File: src/rtl/nseq_pkg.sv
package nseq_pkg;

    // Field positions inside the packed command word
    localparam int OP1_LSB   = 2;
    localparam int OP2_LSB   = 10;
    localparam int OP2_OK    = 18;
    localparam int NADDR_LSB = 19;
    localparam int CHIP_LSB  = 22;
    localparam int DATA_BIT  = 25;
    localparam int WR_BIT    = 26;
    localparam int MAX_ADDR  = 5;

    typedef enum logic [2:0] {
        S_IDLE,
        S_CMD1,
        S_ADDR,
        S_CMD2,
        S_WAITRB,
        S_STCMD,
        S_STREAD,
        S_DONE
    } nseq_state_e;

    typedef struct packed {
        logic [7:0] op1;
        logic [7:0] op2;
        logic       op2_ok;
        logic [2:0] n_addr;
        logic [2:0] chip;
        logic       data_en;
        logic       wr;
    } nseq_cmd_t;

    // Byte k of an n-byte address: a five-byte address takes its lead byte
    // from the separate register, all others come from the packed word.
    function automatic logic [7:0] addr_byte(input logic [2:0]  n,
                                             input logic [2:0]  k,
                                             input logic [7:0]  b0,
                                             input logic [31:0] b1234);
        logic [1:0] sel;
        logic [7:0] r;
        if (n == 3'd5 && k == 3'd0) begin
            r = b0;
        end else begin
            sel = (n == 3'd5) ? (k[1:0] - 2'd1) : k[1:0];
            case (sel)
                2'd0:    r = b1234[7:0];
                2'd1:    r = b1234[15:8];
                2'd2:    r = b1234[23:16];
                default: r = b1234[31:24];
            endcase
        end
        return r;
    endfunction

endpackage

File: src/rtl/nseq_cyc_timer.sv
module nseq_cyc_timer #(
    parameter int STROBE = 2
) (
    input  logic clk,
    input  logic rst,
    input  logic active,
    output logic low,
    output logic sample,
    output logic last
);
    localparam int CW = $clog2(STROBE + 1);

    logic [CW-1:0] cnt;

    always_ff @(posedge clk) begin
        if (rst || !active) begin
            cnt <= '0;
        end else if (last) begin
            cnt <= '0;
        end else begin
            cnt <= cnt + 1'b1;
        end
    end

    assign low    = active && (cnt < CW'(STROBE));
    assign sample = active && (cnt == CW'(STROBE - 1));
    assign last   = active && (cnt == CW'(STROBE));
endmodule

File: src/rtl/nseq_addr_pick.sv
module nseq_addr_pick (
    input  logic [2:0]  n_addr,
    input  logic [2:0]  idx,
    input  logic [7:0]  first,
    input  logic [31:0] packed4,
    output logic [7:0]  abyte
);
    assign abyte = nseq_pkg::addr_byte(n_addr, idx, first, packed4);
endmodule

File: src/rtl/nand_seq.sv
module nand_seq
    import nseq_pkg::*;
#(
    parameter int         STROBE    = 2,
    parameter int         NCS       = 8,
    parameter logic [7:0] STATUS_OP = 8'h70
) (
    input  logic           clk,
    input  logic           rst,
    input  logic           start,
    input  logic [31:0]    cmd_word,
    input  logic [7:0]     addr_c0,
    input  logic [31:0]    addr_c1234,
    output logic           busy,
    output logic           done,
    output logic           err,
    output logic           data_en,
    output logic           write_dir,
    output logic [NCS-1:0] cs_n,
    output logic           cle,
    output logic           ale,
    output logic           we_n,
    output logic           re_n,
    output logic [7:0]     dq_out,
    output logic           dq_oe,
    input  logic [7:0]     dq_in,
    input  logic           rb_n
);
    nseq_state_e state;
    nseq_cmd_t   cmd_in, cmd_q;
    logic [7:0]  c0_q, abyte;
    logic [31:0] c4_q;
    logic [2:0]  idx, n_eff;
    logic        st_ready, st_fail, err_q;
    logic        bad_cnt, wcyc, active, low, sample, last;
    nseq_state_e after_addr;
    logic        unused_bits;

    assign unused_bits = ^{cmd_word[1:0], cmd_word[31:27], dq_in[7], dq_in[5:1]};

    always_comb begin
        cmd_in.op1     = cmd_word[OP1_LSB +: 8];
        cmd_in.op2     = cmd_word[OP2_LSB +: 8];
        cmd_in.op2_ok  = cmd_word[OP2_OK];
        cmd_in.n_addr  = cmd_word[NADDR_LSB +: 3];
        cmd_in.chip    = cmd_word[CHIP_LSB +: 3];
        cmd_in.data_en = cmd_word[DATA_BIT];
        cmd_in.wr      = cmd_word[WR_BIT];
    end

    assign bad_cnt    = cmd_in.n_addr > 3'(MAX_ADDR);
    assign after_addr = cmd_q.op2_ok ? S_CMD2 : S_WAITRB;
    assign wcyc       = (state == S_CMD1) || (state == S_ADDR) ||
                        (state == S_CMD2) || (state == S_STCMD);
    assign active     = wcyc || (state == S_STREAD);

    nseq_cyc_timer #(.STROBE(STROBE)) u_timer (
        .clk    (clk),
        .rst    (rst),
        .active (active),
        .low    (low),
        .sample (sample),
        .last   (last)
    );

    nseq_addr_pick u_pick (
        .n_addr  (n_eff),
        .idx     (idx),
        .first   (c0_q),
        .packed4 (c4_q),
        .abyte   (abyte)
    );

    always_ff @(posedge clk) begin
        if (rst) begin
            state    <= S_IDLE;
            cmd_q    <= '0;
            c0_q     <= '0;
            c4_q     <= '0;
            idx      <= '0;
            n_eff    <= '0;
            st_ready <= 1'b0;
            st_fail  <= 1'b0;
            err_q    <= 1'b0;
        end else begin
            case (state)
                S_IDLE: if (start) begin
                    cmd_q <= cmd_in;
                    c0_q  <= addr_c0;
                    c4_q  <= addr_c1234;
                    idx   <= '0;
                    n_eff <= bad_cnt ? 3'd0 : cmd_in.n_addr;
                    err_q <= bad_cnt;
                    state <= S_CMD1;
                end
                S_CMD1: if (last) begin
                    state <= (n_eff != 3'd0) ? S_ADDR : after_addr;
                end
                S_ADDR: if (last) begin
                    if (idx == n_eff - 3'd1) begin
                        state <= after_addr;
                    end else begin
                        idx <= idx + 3'd1;
                    end
                end
                S_CMD2:   if (last) state <= S_WAITRB;
                S_WAITRB: if (rb_n) state <= S_STCMD;
                S_STCMD:  if (last) state <= S_STREAD;
                S_STREAD: begin
                    if (sample) begin
                        st_ready <= dq_in[6];
                        st_fail  <= dq_in[0];
                    end
                    if (last) begin
                        if (st_ready) begin
                            err_q <= err_q | st_fail;
                            state <= S_DONE;
                        end else begin
                            state <= S_STCMD;
                        end
                    end
                end
                S_DONE:  state <= S_IDLE;
                default: state <= S_IDLE;
            endcase
        end
    end

    always_comb begin
        case (state)
            S_CMD1:  dq_out = cmd_q.op1;
            S_ADDR:  dq_out = abyte;
            S_CMD2:  dq_out = cmd_q.op2;
            S_STCMD: dq_out = STATUS_OP;
            default: dq_out = 8'h00;
        endcase
    end

    assign busy      = (state != S_IDLE);
    assign done      = (state == S_DONE);
    assign err       = err_q;
    assign data_en   = busy && cmd_q.data_en;
    assign write_dir = busy && cmd_q.wr;
    assign we_n      = !(wcyc && low);
    assign re_n      = !((state == S_STREAD) && low);
    assign cle       = low && ((state == S_CMD1) || (state == S_CMD2) || (state == S_STCMD));
    assign ale       = low && (state == S_ADDR);
    assign dq_oe     = wcyc;

    for (genvar g = 0; g < NCS; g++) begin : g_cs
        assign cs_n[g] = !(busy && (cmd_q.chip == 3'(g)));
    end
endmodule

File: config.mk
export PLATFORM = sky130hd
export DESIGN_NAME = nand_seq
export DESIGN_NICKNAME = d
export VERILOG_FILES = /design/src/rtl/nseq_pkg.sv /design/src/rtl/nseq_cyc_timer.sv /design/src/rtl/nseq_addr_pick.sv /design/src/rtl/nand_seq.sv
export SDC_FILE = /design/constraint.sdc
export NUM_CORES = 1
export LEC_CHECK = 0
export ABC_AREA = 1
export BUFFER_PORTS_ARGS = -buffer_cell sky130_fd_sc_hd__clkbuf_2
export CAP_MARGIN = 20
export CORE_ASPECT_RATIO = 1.75
export CORE_MARGIN = 4
export CORE_UTILIZATION = 35
export CTS_CLUSTER_DIAMETER = 60
export DETAILED_ROUTE_END_ITERATION = 7
export GPL_ROUTABILITY_DRIVEN = 1
export GPL_TIMING_DRIVEN = 1
export PLACE_DENSITY = 0.67
export SLEW_MARGIN = 25
export SYNTH_ARGS = -nofsm -noshare
export SYNTH_HDL_FRONTEND = slang
export SYNTH_SLANG_ARGS = --single-unit
File: constraint.sdc
create_clock -name clk -period 2 [get_ports clk]
set_input_delay 0.2 -clock clk [delete_from_list [all_inputs] [get_ports clk]]
set_output_delay 0.2 -clock clk [all_outputs]
set_load 0.02 [all_outputs]
==> flow_summary.toml <==
[clocking]
numCtsBuffers = 9
cts_sinks = 76
clk_pin_slew_worst_paths_ns = 0.06
cts_root_buf = "sky130_fd_sc_hd__clkbuf_16"
clk_path_buf_depth = 2
clk_latency_ns = 0.33
clock_tree.htree_level_count = 3
tritoncts = "done"
postCtsHoldBufs = 0

[synth]
syn_nets = 624
synth_compound_gate_area_share_pct = 20.2
synth_cell_type_count = 29
synth_top_family_by_area = "simple AND/OR/NAND/NOR gates"
warnings_synthesis = 0
synth_adder_area_share_pct = 2.36
ys_seq_elements = 76
syn_area_mm2 = 0.00372
yosys-mux-area-fraction_pct = 0
post_synth_xor_area_fraction_pct = 0.471
synth_simple_gate_area_share_pct = 27.1
ys_seq_area_share_pct = 40.9
syn-instance-count = 533
synth_area_per_cell_um2 = 6.97

[critical_path]
most_frequent_cell_on_the_critical_path = "sky130_fd_sc_hd__nand2_1"
crit_path_max_fanout = 6
cp_data_arrival_time_ns = 1.98
cpPeakStageDelay_ns = 0.33
crit_required_ns = 1.80
crit_type = "reg2out"
cp_launch_type = "register"
end_kind = "output pin"
cp_slowest_cell = "sky130_fd_sc_hd__dfxtp_2"
timing.critical_path.cells = "inv_2 -> ha_4 -> o21ai_4 -> nor2_4 -> nand2_1 -> nand3_1 -> o21bai_1 -> nand2_1 -> clkbuf_8"

[sta]
final_critical_path_setup_slack_ns = -0.184
final.setup_skew_ns = 0.00556
period_needed_ns = 2.18
final_min_period_over_clock_period_pct = 109
grt_setup_unrepaired = "yes"
report.final.setup_viol = 8
slew_headroom_pct = 46.4
slew_viol_final = 0
timing.fmax_mhz = 458
hold_viol_final = 0
timing_worst_slew_pin_value_ns = 0.802

[place]
dp.final_hpwl_um = 8090
port_buffers = 96
finalWeightedCongestion = 0.879
dpl-instance-area_mm2 = 0.00438

[floorplan]
starting_density_pct = 35.9
die_width_um = 85.9
num_rows = 49
die_h_um = 144
total_die_area_mm2 = 0.0124
top_level_ports = 110
core_area_mm2 = 0.0104

[route]
drtAntennaViolNets = 0
vias = 3876
drt-wirelength-per-cell_um = 14.2
routed_wl_um = 10900
first_pass_iters = 4
detailedRoute.firstIterationViolations = 208
viasPerCell = 5.06
drt_drc_violations_left = 0

[pwr]
power.density_cell_area_mw_per_mm2 = 1430
irDropWorstVdd_v = 0.000784
p_total_mw = 7.12
leakage_nw = 2.22

[final_layout]
final_design_instance_area_without_fill_mm2 = 0.00498
antenna_cells_inserted = 0
number_of_nets_in_the_final_layout = 725
drive_above_1_share_pct = 29.9
most_common_cell_after_layout_fill_and_taps_aside = "sky130_fd_sc_hd__nand2_1"
layout.cells.most_common_list = "sky130_fd_sc_hd__nand2_1 (101), sky130_fd_sc_hd__clkbuf_2 (88), sky130_fd_sc_hd__a21oi_1 (77)"
layout-area-overhead-vs-synth_pct = 34.1

[outcome]
failed_checks = "setup timing"
status = "finished, violations left"

[hold_path]
holdCritPathClass = "in2reg"

[run]
drv_cap = 0

[grt]
antenna_found_initial = 0
grt_pass1_vias = 3869
grt-ovfl-total = 0
maximum_number_of_pins_on_one_net_before_global_route_repair = 50
first_pass_grt_wire_length_um = 17400
groute.usage.overall_pct = 17.6
## stage by stage
| step | TNS [ns] | hold slack [ns] | worst slack, ns | instances | util [%] |
|---|---|---|---|---|---|
| 2_1_floorplan | 0 | 0.364 | 0.0319 | 533 | - |
| 3_3_place_gp | 0 | 0.423 | 0.00677 | 747 | 42.2 |
| 3_5_place_dp | -0.0613 | 0.435 | -0.0347 | 747 | 42.2 |
| 4_1_cts | -1.41 | 0.105 | -0.205 | 765 | 47.7 |
| 5_1_grt | -2.07 | 0.113 | -0.307 | 766 | 48.1 |
| 6_report | -1.28 | 0.118 | -0.184 | 766 | 48.1 |
## state kept, by name, summed over array words and instances (netlist names)
name / flops
state: 3
c0_q: 8
cmd_q: 22
u_timer.cnt: 2
err: 1
idx: 3
n_eff: 3
c4_q: 32
st_fail: 1
st_ready: 1
## metal layers
metal / vias up / global-route usage, % / wire [um]
met5: - / 0 / 0
met4: 0 / 10.4 / 542
met3: 39 / 3.14 / 392
met2: 96 / 31.6 / 5810
met1: 1761 / 19.0 / 4130
li1: 1980 / - / -
## cells in the mapped netlist
cell type | instances | area [um^2]
sky130_fd_sc_hd__a211oi_1 | 3 | 22.5
sky130_fd_sc_hd__inv_2 | 4 | 15.0
sky130_fd_sc_hd__xnor2_1 | 1 | 8.76
sky130_fd_sc_hd__nand2_2 | 10 | 62.6
sky130_fd_sc_hd__buf_4 | 2 | 15.0
sky130_fd_sc_hd__nor2_2 | 3 | 18.8
sky130_fd_sc_hd__nor2_1 | 24 | 90.1
sky130_fd_sc_hd__a21oi_1 | 77 | 385
sky130_fd_sc_hd__nor3_4 | 1 | 16.3
sky130_fd_sc_hd__clkbuf_2 | 1 | 5.00
sky130_fd_sc_hd__o211ai_1 | 1 | 7.51
sky130_fd_sc_hd__a21boi_2 | 1 | 11.3
sky130_fd_sc_hd__xor2_1 | 1 | 8.76
sky130_fd_sc_hd__buf_2 | 9 | 45.0
sky130_fd_sc_hd__o21ai_0 | 47 | 235
sky130_fd_sc_hd__o21ai_2 | 2 | 17.5
sky130_fd_sc_hd__o21a_1 | 1 | 7.51
sky130_fd_sc_hd__inv_1 | 49 | 184
sky130_fd_sc_hd__nor2_4 | 1 | 11.3
sky130_fd_sc_hd__clkinv_1 | 1 | 3.75
sky130_fd_sc_hd__nand3_1 | 61 | 305
sky130_fd_sc_hd__nand4_1 | 15 | 93.8
sky130_fd_sc_hd__buf_1 | 1 | 3.75
sky130_fd_sc_hd__clkbuf_1 | 16 | 60.1
sky130_fd_sc_hd__dfxtp_1 | 76 | 1520
sky130_fd_sc_hd__o22ai_1 | 3 | 18.8
sky130_fd_sc_hd__ha_1 | 7 | 87.6
sky130_fd_sc_hd__o21bai_1 | 6 | 45.0
sky130_fd_sc_hd__nand2_1 | 109 | 409
## report_power, final
group / leakage, nW / switching (mW) / internal (mW)
combinational: 1.44 / 2.06 / 1.18
sequential: 0.627 / 0.227 / 1.91
clock: 0.156 / 0.645 / 1.10
## critical path, delay by kind of cell (launching register included)
family                     cells  cell delay (ns)
AOI/OAI and AO/OA              2             0.47
adders and majority gates      1             0.25
buffers and inverters          2             0.21
DFF                            1             0.33
and+or+nand+nor                4             0.39
## final cells by class
cell class | count | area, um^2
Multi-Input combinational cell | 374 | 2050
Tap cell | 127 | 159
Inverter | 54 | 205
Sequential cell | 76 | 1530
Fill cell | 1011 | 5380
Timing Repair Buffer | 119 | 723
Clock inverter | 7 | 98.8
Clock buffer | 9 | 225
## what timing repair did
| item | in CTS | in global routing |
|---|---|---|
| gates resized for setup | 63 | 16 |
| cloned | 0 | 1 |
| pin swaps | 24 | 8 |
| buffers inserted | 3 | 0 |
| endpoints found under the setup margin | 8 | 9 |
## final timing paths
path              slack [ns]                       from  cells after the start                        end
hold reg to reg         0.45  u_timer.cnt[0]$_SDFF_PP0_                      1  u_timer.cnt[0]$_SDFF_PP0_
setup reg to reg        0.24      n_eff[0]$_SDFFE_PP0P_                     12        idx[1]$_SDFFE_PP0P_
hold / removal          0.12             addr_c1234[13]                      3      c4_q[13]$_SDFFE_PP0P_
setup / recovery       -0.18        idx[0]$_SDFFE_PP0P_                      9                  dq_out[4]
## kinds of logic after synthesis
logic type,count (synthesis)
XOR/XNOR,2
buffers and inverters,83
AO/OA/AOI/OAI,141
flip-flops,76
adder cells (fa/ha/maj),7
AND/OR/NAND/NOR,224
Note: power is estimated with default switching activity, not from simulation.
